$ cat src/rtl/ctlword_pkg.sv
package ctlword_pkg;

    localparam int WORD_W  = 16;
    localparam int DATA_W  = 8;
    localparam int IDX_W   = 3;
    localparam int DEV_W   = 3;
    localparam int MODE_BIT = 0;
    localparam int ECHO_BIT = 1;

    typedef struct packed {
        logic              is_ctl;
        logic              is_read;
        logic [DEV_W-1:0]  dev;
        logic [IDX_W-1:0]  idx;
        logic [DATA_W-1:0] data;
    } ctl_word_t;

    typedef enum logic [1:0] {
        RESP_NONE = 2'd0,
        RESP_ADC  = 2'd1,
        RESP_READ = 2'd2,
        RESP_ECHO = 2'd3
    } resp_kind_t;

    function automatic ctl_word_t split_word(input logic [WORD_W-1:0] w);
        return ctl_word_t'(w);
    endfunction

    function automatic resp_kind_t pick_resp(input logic in_data,
                                             input logic rd_hit,
                                             input logic wr_hit,
                                             input logic echo_en);
        if (in_data)              return RESP_ADC;
        else if (rd_hit)          return RESP_READ;
        else if (wr_hit && echo_en) return RESP_ECHO;
        else                      return RESP_NONE;
    endfunction

endpackage

$ cat src/rtl/ctlword_decode.sv
module ctlword_decode
    import ctlword_pkg::*;
#(
    parameter logic [2:0] DEV_ADDR = 3'd0
) (
    input  logic              valid,
    input  logic [WORD_W-1:0] word,
    input  logic              in_data,
    output logic              wr_hit,
    output logic              rd_hit,
    output logic [IDX_W-1:0]  idx,
    output logic [DATA_W-1:0] data
);
    ctl_word_t cw;
    logic      addressed;

    always_comb begin
        cw        = split_word(word);
        addressed = valid && !in_data && cw.is_ctl && (cw.dev == DEV_ADDR);
        wr_hit    = addressed && !cw.is_read;
        rd_hit    = addressed &&  cw.is_read;
        idx       = cw.idx;
        data      = cw.data;
    end
endmodule

$ cat src/rtl/ctlword_regfile.sv
module ctlword_regfile
    import ctlword_pkg::*;
#(
    parameter int NUM_REGS = 3
) (
    input  logic                       clk,
    input  logic                       rst,
    input  logic                       wr_en,
    input  logic [IDX_W-1:0]           wr_idx,
    input  logic [DATA_W-1:0]          wr_data,
    input  logic [IDX_W-1:0]           rd_idx,
    output logic [DATA_W-1:0]          rd_data,
    output logic [NUM_REGS*DATA_W-1:0] regs_flat,
    output logic                       mode_flag,
    output logic                       echo_flag
);
    logic [DATA_W-1:0] bank [NUM_REGS];

    for (genvar g = 0; g < NUM_REGS; g++) begin : g_reg
        localparam logic [IDX_W-1:0] SLOT = IDX_W'(g);
        always_ff @(posedge clk) begin
            if (rst)
                bank[g] <= '0;
            else if (wr_en && (wr_idx == SLOT))
                bank[g] <= wr_data;
        end
        assign regs_flat[g*DATA_W +: DATA_W] = bank[g];
    end

    always_comb begin
        rd_data = '0;
        for (int i = 0; i < NUM_REGS; i++) begin
            if (rd_idx == IDX_W'(i))
                rd_data = bank[i];
        end
    end

    assign mode_flag = bank[0][MODE_BIT];
    assign echo_flag = bank[0][ECHO_BIT];
endmodule

$ cat src/rtl/ctlword_resp.sv
module ctlword_resp
    import ctlword_pkg::*;
(
    input  logic              clk,
    input  logic              rst,
    input  logic              fire,
    input  resp_kind_t        kind,
    input  logic [WORD_W-1:0] rx_word,
    input  logic [WORD_W-1:0] adc_sample,
    input  logic [DATA_W-1:0] rd_data,
    output logic              tx_stb,
    output logic [WORD_W-1:0] tx_word,
    output logic              tx_ok
);
    logic [WORD_W-1:0] nxt_word;
    logic              nxt_ok;

    always_comb begin
        unique case (kind)
            RESP_ADC:  begin nxt_word = adc_sample;                         nxt_ok = 1'b1; end
            RESP_READ: begin nxt_word = {rx_word[WORD_W-1:DATA_W], rd_data}; nxt_ok = 1'b1; end
            RESP_ECHO: begin nxt_word = rx_word;                            nxt_ok = 1'b1; end
            default:   begin nxt_word = '0;                                 nxt_ok = 1'b0; end
        endcase
    end

    always_ff @(posedge clk) begin
        if (rst) begin
            tx_stb  <= 1'b0;
            tx_word <= '0;
            tx_ok   <= 1'b0;
        end else begin
            tx_stb <= fire;
            if (fire) begin
                tx_word <= nxt_word;
                tx_ok   <= nxt_ok;
            end
        end
    end
endmodule

$ cat src/rtl/ctlword_rx.sv
module ctlword_rx
    import ctlword_pkg::*;
#(
    parameter int         NUM_REGS = 3,
    parameter logic [2:0] DEV_ADDR = 3'd0
) (
    input  logic                       clk,
    input  logic                       rst,
    input  logic                       rx_valid,
    input  logic [15:0]                rx_word,
    input  logic [15:0]                adc_sample,
    output logic [NUM_REGS*8-1:0]      cfg_regs,
    output logic                       data_mode,
    output logic [15:0]                dac_word,
    output logic                       dac_stb,
    output logic                       tx_stb,
    output logic [15:0]                tx_word,
    output logic                       tx_ok
);
    logic              wr_hit, rd_hit, echo_en;
    logic [IDX_W-1:0]  idx;
    logic [DATA_W-1:0] wdata, rd_data;
    resp_kind_t        kind;

    ctlword_decode #(.DEV_ADDR(DEV_ADDR)) u_dec (
        .valid   (rx_valid),
        .word    (rx_word),
        .in_data (data_mode),
        .wr_hit  (wr_hit),
        .rd_hit  (rd_hit),
        .idx     (idx),
        .data    (wdata)
    );

    ctlword_regfile #(.NUM_REGS(NUM_REGS)) u_regs (
        .clk       (clk),
        .rst       (rst),
        .wr_en     (wr_hit),
        .wr_idx    (idx),
        .wr_data   (wdata),
        .rd_idx    (idx),
        .rd_data   (rd_data),
        .regs_flat (cfg_regs),
        .mode_flag (data_mode),
        .echo_flag (echo_en)
    );

    assign kind = pick_resp(data_mode, rd_hit, wr_hit, echo_en);

    ctlword_resp u_resp (
        .clk        (clk),
        .rst        (rst),
        .fire       (rx_valid),
        .kind       (kind),
        .rx_word    (rx_word),
        .adc_sample (adc_sample),
        .rd_data    (rd_data),
        .tx_stb     (tx_stb),
        .tx_word    (tx_word),
        .tx_ok      (tx_ok)
    );

    always_ff @(posedge clk) begin
        if (rst) begin
            dac_word <= '0;
            dac_stb  <= 1'b0;
        end else begin
            dac_stb <= rx_valid && data_mode;
            if (rx_valid && data_mode)
                dac_word <= rx_word;
        end
    end
endmodule

$ cat config.mk
export PLATFORM = sky130hd
export DESIGN_NAME = ctlword_rx
export DESIGN_NICKNAME = d
export VERILOG_FILES = /design/src/rtl/ctlword_pkg.sv /design/src/rtl/ctlword_decode.sv /design/src/rtl/ctlword_regfile.sv /design/src/rtl/ctlword_resp.sv /design/src/rtl/ctlword_rx.sv
export SDC_FILE = /design/constraint.sdc
export NUM_CORES = 1
export LEC_CHECK = 0
export ABC_AREA = 1
export BUFFER_PORTS_ARGS = -buffer_cell sky130_fd_sc_hd__clkbuf_2
export CAP_MARGIN = 0
export CORE_ASPECT_RATIO = 1.1
export CORE_MARGIN = 10
export CORE_UTILIZATION = 46
export CTS_CLUSTER_SIZE = 10
export DETAILED_ROUTE_END_ITERATION = 16
export PLACE_DENSITY = 0.74
export SYNTH_ARGS = -nofsm -noshare
export SYNTH_HDL_FRONTEND = slang
export SYNTH_HIERARCHICAL = 1
export SYNTH_SLANG_ARGS = --single-unit
$ cat constraint.sdc
create_clock -name clk -period 1.7 [get_ports clk]
set_clock_uncertainty 0.05 [all_clocks]
set_input_delay 0.085 -clock clk [delete_from_list [all_inputs] [get_ports clk]]
set_output_delay 0.085 -clock clk [all_outputs]
set_load 0.05 [all_outputs]
==> metrics.csv, run 1 <==
stage;metric;value;unit
global_routing;largest net degree at the start of global routing;34;
place;Final Wtd Congestion;0.907;
global_routing;number of global-route vias before repair;2770;
clock_network;CTS Buf Count;9;
cells_and_area;Fill cells;511;
routing;WL final;8.97;mm
global_routing;grt ovf;0;
synth;most common cell in the netlist;nor2_1;
routing;Vias;2857;
routing;1st-iter DRT viols;162;
clock_network;later-pin clock latency in the skew report;0.33;ns
synth;Yosys warnings;6;
setup_path;kind of critical path;register to register;
cells_and_area;Final Cell Area;0.00412;mm^2
setup_path;Data required, critical path;1.91;ns
synth;Cells after Synth;363;
synth;Post-Syn Nets;398;
flow_run;Max-Cap Viols;0;
global_routing;gr usage total;0.161;
sta;period utilization;1.11;
sta;Tmin final;1.88;ns
global_routing;first-pass GRT wire length;13.6;mm
setup_path;reg-to-reg slack, setup;-0.18;ns
cells_and_area;fin cells;555;
setup_path;Startpoint Class;register;
pwr;Leak;1.92;nW
sta;Setup violations, final;60;
pwr;worst vdd ir;439;uV
cells_and_area;Finished Core Util;0.661;
floorplanning;row count;30;
synth;ranking of synthesized cells by area;edfxtp_1 24%, dfxtp_1 23%, nand3_1 10%, nor2_1 7.8%, nand2_1 7.7%;
synth;synthesized area;0.00299;mm^2
place;PortBufs;94;
synth;ys async rst share;0;
routing;Final ANT Viol Nets;0;
place;dpl cells;513;
cells_and_area;layout cells sized above 1;0.408;
sta;Final Max Tran Viols;0;
sta;max_slew headroom;0.667;
floorplanning;DIE AREA;0.0101;mm^2
floorplanning;Ports;95;
cells_and_area;# diodes;0;
sta;Least-Margin Pin Slew;0.499;ns
place;post-DP HPWL;6.13;mm
floorplanning;Starting Density;0.480;
routing;Vias/cell;5.15;
synth;synth unique cells;22;
place;pre-CTS setup slack;-0.131;ns
sta;final hold vios;0;
clock_network;Root Driver;clkbuf_8;
setup_path;Crit path arrival time;2.09;ns
floorplanning;Vert. Die Dim;105;um
floorplanning;Die Wd;96.9;um
place;dpl cell area;0.00336;mm^2
clock_network;CTS tree;built;
status;violated checks;negative setup slack;
clock_network;CTS Sinks;59;
synth;largest area contributor in the netlist;edfxtp_1;
sta;setup_tns;-3.80;ns
cells_and_area;Layout Nets;505;
sta;unrepaired setup endpoints after global routing;yes;
setup_path;CP Max Fanout;9;
sta;setup ws final;-0.182;ns
synth;register bit total from synthesis;59;
setup_path;Setup crit end kind;register;
clock_network;H-tree depth;3;
floorplanning;core area;0.00623;mm^2
synth;post-synth top area share;0.241;
clock_network;Reg clk slew, reported paths;0.07;ns
cells_and_area;Syn-to-layout area delta;37.8;%
hold_path;Hold Crit Class;input port to register;
synth;synth cell count leaders;62 x nor2_1, 61 x nand2_1, 60 x nand3_1, 35 x dfxtp_1, 34 x inv_1;
synth;Post-synth EDFFs;24;
sta;Max Clk Rate;0.531;GHz
routing;DR WL/cell;16.2;um
routing;drc violations;0;
sta;hold_ws;0.0245;ns
pwr;Power Density;859;mW/mm^2
status;status;finished, violations left;
routing;Pre-antenna DRT Iters;4;
synth;main flop type after synthesis;dfxtp_1;
synth;Mean Syn Cell Area;8.23;um^2
synth;sequential area share after synthesis;0.476;
pwr;Final Power;3.54;mW
global_routing;antenna violations before repair;0;
clock_network;CTS Buffer Depth;2;
registers in the layout, summed over array words and instances, names as in the netlist:
register        flops
u_regs/bank        24
dac_word           16
u_resp/tx_word     16
dac_stb             1
u_resp/tx_ok        1
u_resp/tx_stb       1
cells by family after synthesis:
family	synth area share
AND/OR/NAND/NOR	0.314
AO/OA/AOI/OAI	0.0712
flip-flops	0.476
buffers and inverters	0.139
worst max-delay path, stage by stage, from the launching register on:
cell and delay (ns):
edfxtp_1 0.41, nor2_2 0.14, nand3_2 0.10, nor2_2 0.13
nand2_2 0.10, o21bai_1 0.18, buf_6 0.16, inv_4 0.07
nor2_4 0.19, nand2_1 0.10, a21oi_1 0.18
per-layer routing:
layer  track usage  vias up  routed length (um)
li1              -     1393                   -
met1         0.180     1326                3570
met2         0.272      121                4560
met3        0.0560       17                 671
met4        0.0686        0                 171
met5             0        -                   0
worst paths after layout:
kind / from / cells after the start / end
setup reg to reg: u_regs/bank[0][0]$_SDFFCE_PN0P_ / 10 / u_resp/tx_word[12]$_SDFFE_PP0P_
hold reg to reg: u_resp/tx_word[1]$_SDFFE_PP0P_ / 2 / u_resp/tx_word[1]$_SDFFE_PP0P_
hold / removal: rx_word[6] / 3 / dac_word[6]$_SDFFE_PP0P_
setup / recovery: u_regs/bank[0][0]$_SDFFCE_PN0P_ / 10 / u_resp/tx_word[12]$_SDFFE_PP0P_
repair_timing:
| item | in CTS | in global routing |
|---|---|---|
| pin swaps | 4 | 21 |
| hold buffers | 16 | 1 |
| endpoints found under the hold margin | 17 | 1 |
| setup buffers | 5 | 4 |
| setup endpoints to repair | 16 | 65 |
| gates cloned | 0 | 1 |
| resized for setup | 8 | 58 |
report_power, final:
group	switching (mW)	internal [mW]	total (mW)
Sequential	0.0337	1.53	1.56
Clock	0.536	0.813	1.35
Combinational	0.460	0.166	0.626
Total	1.03	2.51	3.54
layout make-up:
| type | instances | area (um^2) | share of cell area |
|---|---|---|---|
| sequential | 59 | 1420 | 0.345 |
| inverter | 39 | 156 | 0.0380 |
| clock buffer | 10 | 128 | 0.0310 |
| timing repair buffer | 126 | 831 | 0.202 |
| tap | 80 | 100 | 0.0243 |
| multi-input combinational | 235 | 1400 | 0.341 |
| clock inverter | 6 | 80.1 | 0.0194 |
placed cells by master, fill, tap and decap left out, drive strengths merged:
| master | synthesis | final |
|---|---|---|
| edfxtp | 24 | 24 |
| clkinvlp | 0 | 1 |
| nand3 | 60 | 60 |
| clkinv | 0 | 3 |
| clkbuf | 0 | 105 |
| o21bai | 1 | 1 |
| bufinv | 0 | 2 |
| nand4 | 11 | 11 |
| nand2 | 62 | 62 |
| inv | 39 | 39 |
| dfxtp | 35 | 35 |
| dlygate4sd3 | 0 | 17 |
| nor2 | 66 | 66 |
| o21ai | 9 | 9 |
| a21oi | 26 | 26 |
| buf | 30 | 14 |
Power figures use the tool's default switching activity.
==> inputs of run 2 (changes only) <==
--- a/config.mk
+++ b/config.mk
@@ -8,9 +8,11 @@
 export ABC_AREA = 1
 export BUFFER_PORTS_ARGS = -buffer_cell sky130_fd_sc_hd__clkbuf_2
 export CAP_MARGIN = 0
+export CELL_PAD_IN_SITES_DETAIL_PLACEMENT = 1
+export CELL_PAD_IN_SITES_GLOBAL_PLACEMENT = 1
 export CORE_ASPECT_RATIO = 1.1
 export CORE_MARGIN = 10
-export CORE_UTILIZATION = 46
+export CORE_UTILIZATION = 33
 export CTS_CLUSTER_SIZE = 10
 export DETAILED_ROUTE_END_ITERATION = 16
 export PLACE_DENSITY = 0.74
==> metrics.csv, run 2 (synthesized netlist as in run 1, its figures left out) <==
stage;metric;value;unit;change
setup_path;Crit path largest cell delay;0.41;ns;about the same
floorplanning;Ports;95;;unchanged
clock_network;H-tree depth;3;;unchanged
clock_network;CTS Buffer Depth;2;;unchanged
setup_path;Worst path slowest cell;edfxtp_1;;
floorplanning;row count;36;;+20%
floorplanning;DIE AREA;0.0133;mm^2;+31%
sta;final hold vios;0;;unchanged
pwr;Final Power;3.67;mW;+3.7%
clock_network;Root Driver;clkbuf_8;;
sta;Max Clk Rate;0.541;GHz;+1.8%
sta;max_slew headroom;0.655;;-0.0115
setup_path;reg-to-reg startpoint;u_regs/bank[0][0]$_SDFFCE_PN0P_;;
cells_and_area;Biggest register;u_regs/bank;;
global_routing;first-pass GRT wire length;16.1;mm;+19%
clock_network;CTS tree;built;;
sta;period utilization;1.09;;-0.0198
clock_network;later-pin clock latency in the skew report;0.35;ns;+0.02 ns
hold_path;critical hold path startpoint;rx_word[4];;
setup_path;Startpoint Class;register;;
routing;Vias/cell;4.84;;-5.9%
flow_run;Max-Cap Viols;0;;unchanged
cells_and_area;fin cells;589;;+6.1%
sta;Tmin final;1.85;ns;-0.0337 ns
clock_network;CTS Sinks;59;;unchanged
routing;drc violations;0;;unchanged
global_routing;antenna violations before repair;0;;unchanged
hold_path;Hold Crit Class;input port to register;;
cells_and_area;Largest regs;u_regs/bank (24), dac_word (16), u_resp/tx_word (16);;
routing;Pre-antenna DRT Iters;5;;+1
cells_and_area;layout cells sized above 1;0.408;;unchanged
routing;uppermost layer routed;met4;;
pwr;worst vdd ir;396;uV;-9.6%
setup_path;Setup crit end kind;register;;
routing;met1 WL;4.09;mm;+15%
global_routing;grt ovf;0;;unchanged
setup_path;Most Frequent Cell on Critical Path;nor2_2;;
sta;setup ws final;-0.148;ns;+0.0337 ns
floorplanning;Die Wd;111;um;+14%
cells_and_area;Layout Nets;505;;unchanged
place;dpl cells;549;;+7.0%
place;PortBufs;94;;unchanged
sta;setup_tns;-4.63;ns;-0.827 ns
global_routing;number of global-route vias before repair;3015;;+8.8%
routing;Vias;2852;;-0.18%
routing;Detail Route met3 WL;561;um;-16%
place;post-DP HPWL;7.50;mm;+22%
cells_and_area;max reg flops;24;;unchanged
floorplanning;Starting Density;0.337;;-0.143
cells_and_area;Syn-to-layout area delta;37.1;%;
setup_path;CP Cell Sequence;nor2_2 > nand3_2 > nor2_2 > buf_4 > buf_6 > inv_4 > nor2_8 > buf_6 > nand4_4 > nor2_2;;
place;Final Wtd Congestion;0.820;;-9.5%
setup_path;Data required, critical path;1.85;ns;-0.06 ns
pwr;Power Density;895;mW/mm^2;+4.3%
setup_path;Bufs and invs on worst path;4;;+2
setup_path;delay-heaviest family, CP;simple AND/OR/NAND/NOR gates;;
cells_and_area;commonest non-fill, non-tap cell in the layout;clkbuf_2;;
status;status;finished, violations left;;
sta;unrepaired setup endpoints after global routing;yes;;
routing;Final ANT Viol Nets;0;;unchanged
sta;Setup violations, final;64;;+6.7%
floorplanning;core area;0.00887;mm^2;+42%
sta;Least-Margin Pin Slew;0.516;ns;+0.0172 ns
cells_and_area;commonest cells after routing, fill and taps aside;94 x clkbuf_2, 57 x nand3_1, 49 x nand2_1, 39 x nor2_1, 35 x dfxtp_1;;
clock_network;Reg clk slew, reported paths;0.08;ns;about the same
clock_network;CTS Buf Count;9;;unchanged
routing;WL final;10.3;mm;+14%
global_routing;largest net degree at the start of global routing;34;;unchanged
routing;1st-iter DRT viols;143;;-12%
cells_and_area;Fill cells;1073;;+110%
setup_path;Crit path arrival time;2.00;ns;-0.09 ns
routing;met2 wire length;5.44;mm;+19%
floorplanning;Vert. Die Dim;120;um;+15%
sta;Final Max Tran Viols;0;;unchanged
setup_path;CP Max Fanout;8;;-1
global_routing;gr usage total;0.150;;-0.0113
cells_and_area;# diodes;0;;unchanged
setup_path;kind of critical path;register to register;;
status;violated checks;negative setup slack;;
pwr;Leak;1.88;nW;-2.3%
setup_path;crit path launch;u_regs/bank[0][0]$_SDFFCE_PN0P_;;
sta;hold_ws;0.0234;ns;-0.00109 ns
routing;DR WL/cell;17.4;um;+7.6%
==> run 2: final cells by class <==
type,instances,area [um^2],area share
Sequential cell,59,1420,0.347
Multi-Input combinational cell,235,1340,0.326
Timing Repair Buffer,126,812,0.198
Inverter,39,161,0.0394
Tap cell,114,143,0.0348
Clock buffer,9,124,0.0302
Clock inverter,7,101,0.0247
==> run 2: worst paths after layout <==
kind	to	slack [ns]	cells past startpoint
setup / recovery	u_regs/bank[0][5]$_SDFFCE_PN0P_	-0.15	10
hold reg to reg	u_resp/tx_ok$_SDFFE_PP0P_	0.42	2
hold / removal	dac_word[4]$_SDFFE_PP0P_	0.02	3
setup reg to reg	u_regs/bank[0][5]$_SDFFCE_PN0P_	-0.15	10
==> run 2: tightest hold or removal path, cell delays in order <==
cell	delay, ns
clkbuf_2	0.13
nor2_1	0.11
nor2_1	0.05
==> run 2: through the flow <==
step           setup WS, ns   util  instance area, um^2
6_report             -0.148  0.462                 4100
5_1_grt              -0.255  0.462                 4100
4_1_cts             -0.0408  0.436                 3870
3_5_place_dp         -0.124  0.387                 3430
3_3_place_gp        -0.0282  0.387                 3430
2_1_floorplan        -0.226      -                 3000
==> run 2: power by group <==
part,switching [mW],internal (mW)
clock network,0.629,0.834
registers,0.0367,1.53
logic,0.469,0.173
total,1.14,2.54
==> run 2: repair_timing <==
action,in CTS,in global routing
hold buffers,18,0
setup endpoints to repair,16,65
setup buffers,3,3
pin swaps,1,9
gates resized for setup,3,57
endpoints found under the hold margin,18,0
==> run 2: per-layer routing <==
metal | GRT usage | vias up
met5 | 0 | -
met4 | 0.0619 | 0
met3 | 0.0438 | 13
met2 | 0.264 | 80
met1 | 0.165 | 1371
li1 | - | 1388
==> inputs of run 3 (changes only) <==
--- a/config.mk
+++ b/config.mk
@@ -12,10 +12,10 @@
 export CELL_PAD_IN_SITES_GLOBAL_PLACEMENT = 1
 export CORE_ASPECT_RATIO = 1.1
 export CORE_MARGIN = 10
-export CORE_UTILIZATION = 33
+export CORE_UTILIZATION = 25
 export CTS_CLUSTER_SIZE = 10
 export DETAILED_ROUTE_END_ITERATION = 16
-export PLACE_DENSITY = 0.74
+export PLACE_DENSITY = 0.58
 export SYNTH_ARGS = -nofsm -noshare
 export SYNTH_HDL_FRONTEND = slang
 export SYNTH_HIERARCHICAL = 1
==> metrics.csv, run 3 (synthesized netlist as in run 1, its figures left out) <==
stage;metric;value;unit;change
routing;WL final;9.74;mm;-5.0%
setup_path;Worst R2R End;u_resp/tx_word[13]$_SDFFE_PP0P_;;
cells_and_area;Syn-to-layout area delta;35.4;%;
routing;Vias/cell;4.36;;-10%
setup_path;CP Max Fanout;9;;+1
pwr;Leak;1.87;nW;-0.36%
status;status;finished, violations left;;
sta;Least-Margin Pin Slew;0.566;ns;+0.0500 ns
sta;unrepaired setup endpoints after global routing;yes;;
floorplanning;Ports;95;;unchanged
setup_path;Crit path largest cell delay;0.38;ns;-0.03 ns
setup_path;CP Cell Sequence;nor2_1 > nand3_1 > nor2_2 > nand2_2 > o21bai_1 > buf_6 > inv_4 > nor2_4 > nand2_1 > a21oi_1;;
routing;Vias;2681;;-6.0%
routing;drc violations;0;;unchanged
routing;1st-iter DRT viols;108;;-24%
setup_path;Crit path arrival time;1.98;ns;-0.02 ns
cells_and_area;commonest non-fill, non-tap cell in the layout;clkbuf_2;;
hold_path;Hold Path Depth;3;;unchanged
cells_and_area;max reg flops;24;;unchanged
hold_path;critical hold path startpoint;rx_word[15];;
pwr;worst vdd ir;451;uV;+14%
cells_and_area;Largest regs;u_regs/bank (24), dac_word (16), u_resp/tx_word (16);;
cells_and_area;Fill cells;1424;;+33%
clock_network;CTS tree;built;;
sta;Setup violations, final;16;;-75%
hold_path;Hold Crit Class;input port to register;;
cells_and_area;area of the multi-input gates;0.00127;mm^2;-5.1%
clock_network;Reg clk slew, reported paths;0.05;ns;-0.03 ns
sta;hold_ws;0.00400;ns;-0.0194 ns
clock_network;later-pin clock latency in the skew report;0.32;ns;-0.03 ns
cells_and_area;register area;0.00142;mm^2;unchanged
hold_path;Hold Path Sink;dac_word[15]$_SDFFE_PP0P_;;
setup_path;R2R depth;10;;unchanged
place;PortBufs;94;;unchanged
sta;Max Clk Rate;0.563;GHz;+4.1%
cells_and_area;Layout Nets;495;;-2.0%
setup_path;delay-heaviest family, CP;simple AND/OR/NAND/NOR gates;;
setup_path;Worst path slowest cell;edfxtp_1;;
cells_and_area;Biggest register;u_regs/bank;;
setup_path;reg-to-reg slack, setup;-0.08;ns;+0.07 ns
sta;max_slew headroom;0.622;;-0.0334
sta;period utilization;1.04;;-0.0426
clock_network;CTS Buf Count;9;;unchanged
routing;Final ANT Viol Nets;0;;unchanged
setup_path;Setup crit end kind;register;;
clock_network;H-tree depth;3;;unchanged
floorplanning;Vert. Die Dim;135;um;+12%
global_routing;largest net degree at the start of global routing;34;;unchanged
routing;Pre-antenna DRT Iters;4;;-1
cells_and_area;# diodes;0;;unchanged
setup_path;reg-to-reg startpoint;u_regs/bank[0][0]$_SDFFCE_PN0P_;;
setup_path;Bufs and invs on worst path;2;;-2
setup_path;kind of critical path;register to register;;
place;dpl cells;585;;+6.6%
floorplanning;core area;0.0116;mm^2;+31%
clock_network;CTS Sinks;59;;unchanged
status;violated checks;negative setup slack;;
place;post-DP HPWL;7.76;mm;+3.5%
floorplanning;row count;41;;+14%
sta;setup ws final;-0.0756;ns;+0.0724 ns
routing;DR WL/cell;15.8;um;-9.1%
global_routing;antenna violations before repair;0;;unchanged
global_routing;grt ovf;0;;unchanged
sta;Tmin final;1.78;ns;-0.0724 ns
global_routing;first-pass GRT wire length;15.6;mm;-3.0%
cells_and_area;fin cells;615;;+4.4%
floorplanning;Starting Density;0.258;;-0.0790
place;Final Wtd Congestion;0.770;;-6.2%
setup_path;Data required, critical path;1.90;ns;+0.05 ns
sta;final hold vios;0;;unchanged
cells_and_area;commonest cells after routing, fill and taps aside;94 x clkbuf_2, 57 x nand3_1, 56 x nand2_1, 52 x nor2_1, 35 x dfxtp_1;;
pwr;Power Density;965;mW/mm^2;+7.8%
cells_and_area;layout cells sized above 1;0.355;;-0.0536
clock_network;CTS Buffer Depth;2;;unchanged
global_routing;number of global-route vias before repair;2891;;-4.1%
global_routing;gr usage total;0.116;;-0.0342
flow_run;Max-Cap Viols;0;;unchanged
sta;Final Max Tran Viols;0;;unchanged
setup_path;Startpoint Class;register;;
floorplanning;DIE AREA;0.0167;mm^2;+26%
floorplanning;Die Wd;124;um;+12%
clock_network;Root Driver;clkbuf_16;;
run 3: changes by cell type in the layout (fill, tap and decap cells not counted), sizes merged:
cell	previous run	this run
clkinv	2	4
dlygate4sd3	18	9
clkinvlp	2	1
clkbuf	103	105
bufinv	2	1
inv	40	39
buf	14	12
run 3: what timing repair did:
item | 4_1_cts | 5_1_grt
pin swaps | 6 | 11
gates resized for setup | 6 | 27
hold buffers | 9 | 0
setup buffers | 2 | 2
setup endpoints to repair | 16 | 65
endpoints found under the hold margin | 9 | 0
cloned | 0 | 1
run 3: metal layers:
metal / track usage / share of wire / vias up
met5: 0 / 0 / -
met1: 0.133 / 0.43 / 1250
met3: 0.0282 / 0.036 / 6
met4: 0.0447 / 0.011 / 0
li1: - / - / 1373
met2: 0.202 / 0.52 / 52
run 3: final cells by class:
type,instances,share of cell area
Timing Repair Buffer,116,0.180
Clock buffer,10,0.0566
Clock inverter,6,0.0139
Multi-Input combinational cell,235,0.313
Inverter,39,0.0387
Sequential cell,59,0.351
Tap cell,150,0.0464
run 3: worst max-delay path by stage:
stage / start / to / slack [ns] / cells past startpoint
floorplan: u_regs/bank[0][0]$_SDFFCE_PN0P_ / u_resp/tx_word[1]$_SDFFE_PP0P_ / -0.23 / 11
global placement: u_regs/bank[0][0]$_SDFFCE_PN0P_ / u_resp/tx_word[11]$_SDFFE_PP0P_ / -0.05 / 10
detailed placement: u_regs/bank[0][0]$_SDFFCE_PN0P_ / u_resp/tx_word[10]$_SDFFE_PP0P_ / -0.21 / 10
CTS: u_regs/bank[0][0]$_SDFFCE_PN0P_ / u_resp/tx_word[10]$_SDFFE_PP0P_ / -0.10 / 10
global route: u_regs/bank[0][0]$_SDFFCE_PN0P_ / u_resp/tx_word[1]$_SDFFE_PP0P_ / -0.23 / 11
finish: u_regs/bank[0][0]$_SDFFCE_PN0P_ / u_resp/tx_word[13]$_SDFFE_PP0P_ / -0.08 / 10
run 3: metrics by stage:
stage / total power [mW] / setup TNS, ns / utilization / instance area, um^2 / worst slack [ns]
6_report: 3.91 / -0.714 / 0.349 / 4050 / -0.0756
4_1_cts: 3.96 / -1.43 / 0.335 / 3890 / -0.105
5_1_grt: 4.09 / -6.81 / 0.349 / 4050 / -0.227
3_5_place_dp: 2.17 / -2.47 / 0.300 / 3480 / -0.210
3_3_place_gp: 2.16 / -0.416 / 0.300 / 3480 / -0.0502
2_1_floorplan: 2.01 / -7.79 / - / 3000 / -0.226
run 3: tightest hold or removal path, stage by stage:
cell      delay (ns)
clkbuf_2        0.11
nor2_1          0.05
nor2_1          0.09
run 3: report_power, final:
group | total (mW) | switching, mW | internal [mW]
clock | 1.74 | 0.617 | 1.12
combinational | 0.603 | 0.449 | 0.154
sequential | 1.57 | 0.0348 | 1.53
total | 3.91 | 1.10 | 2.81
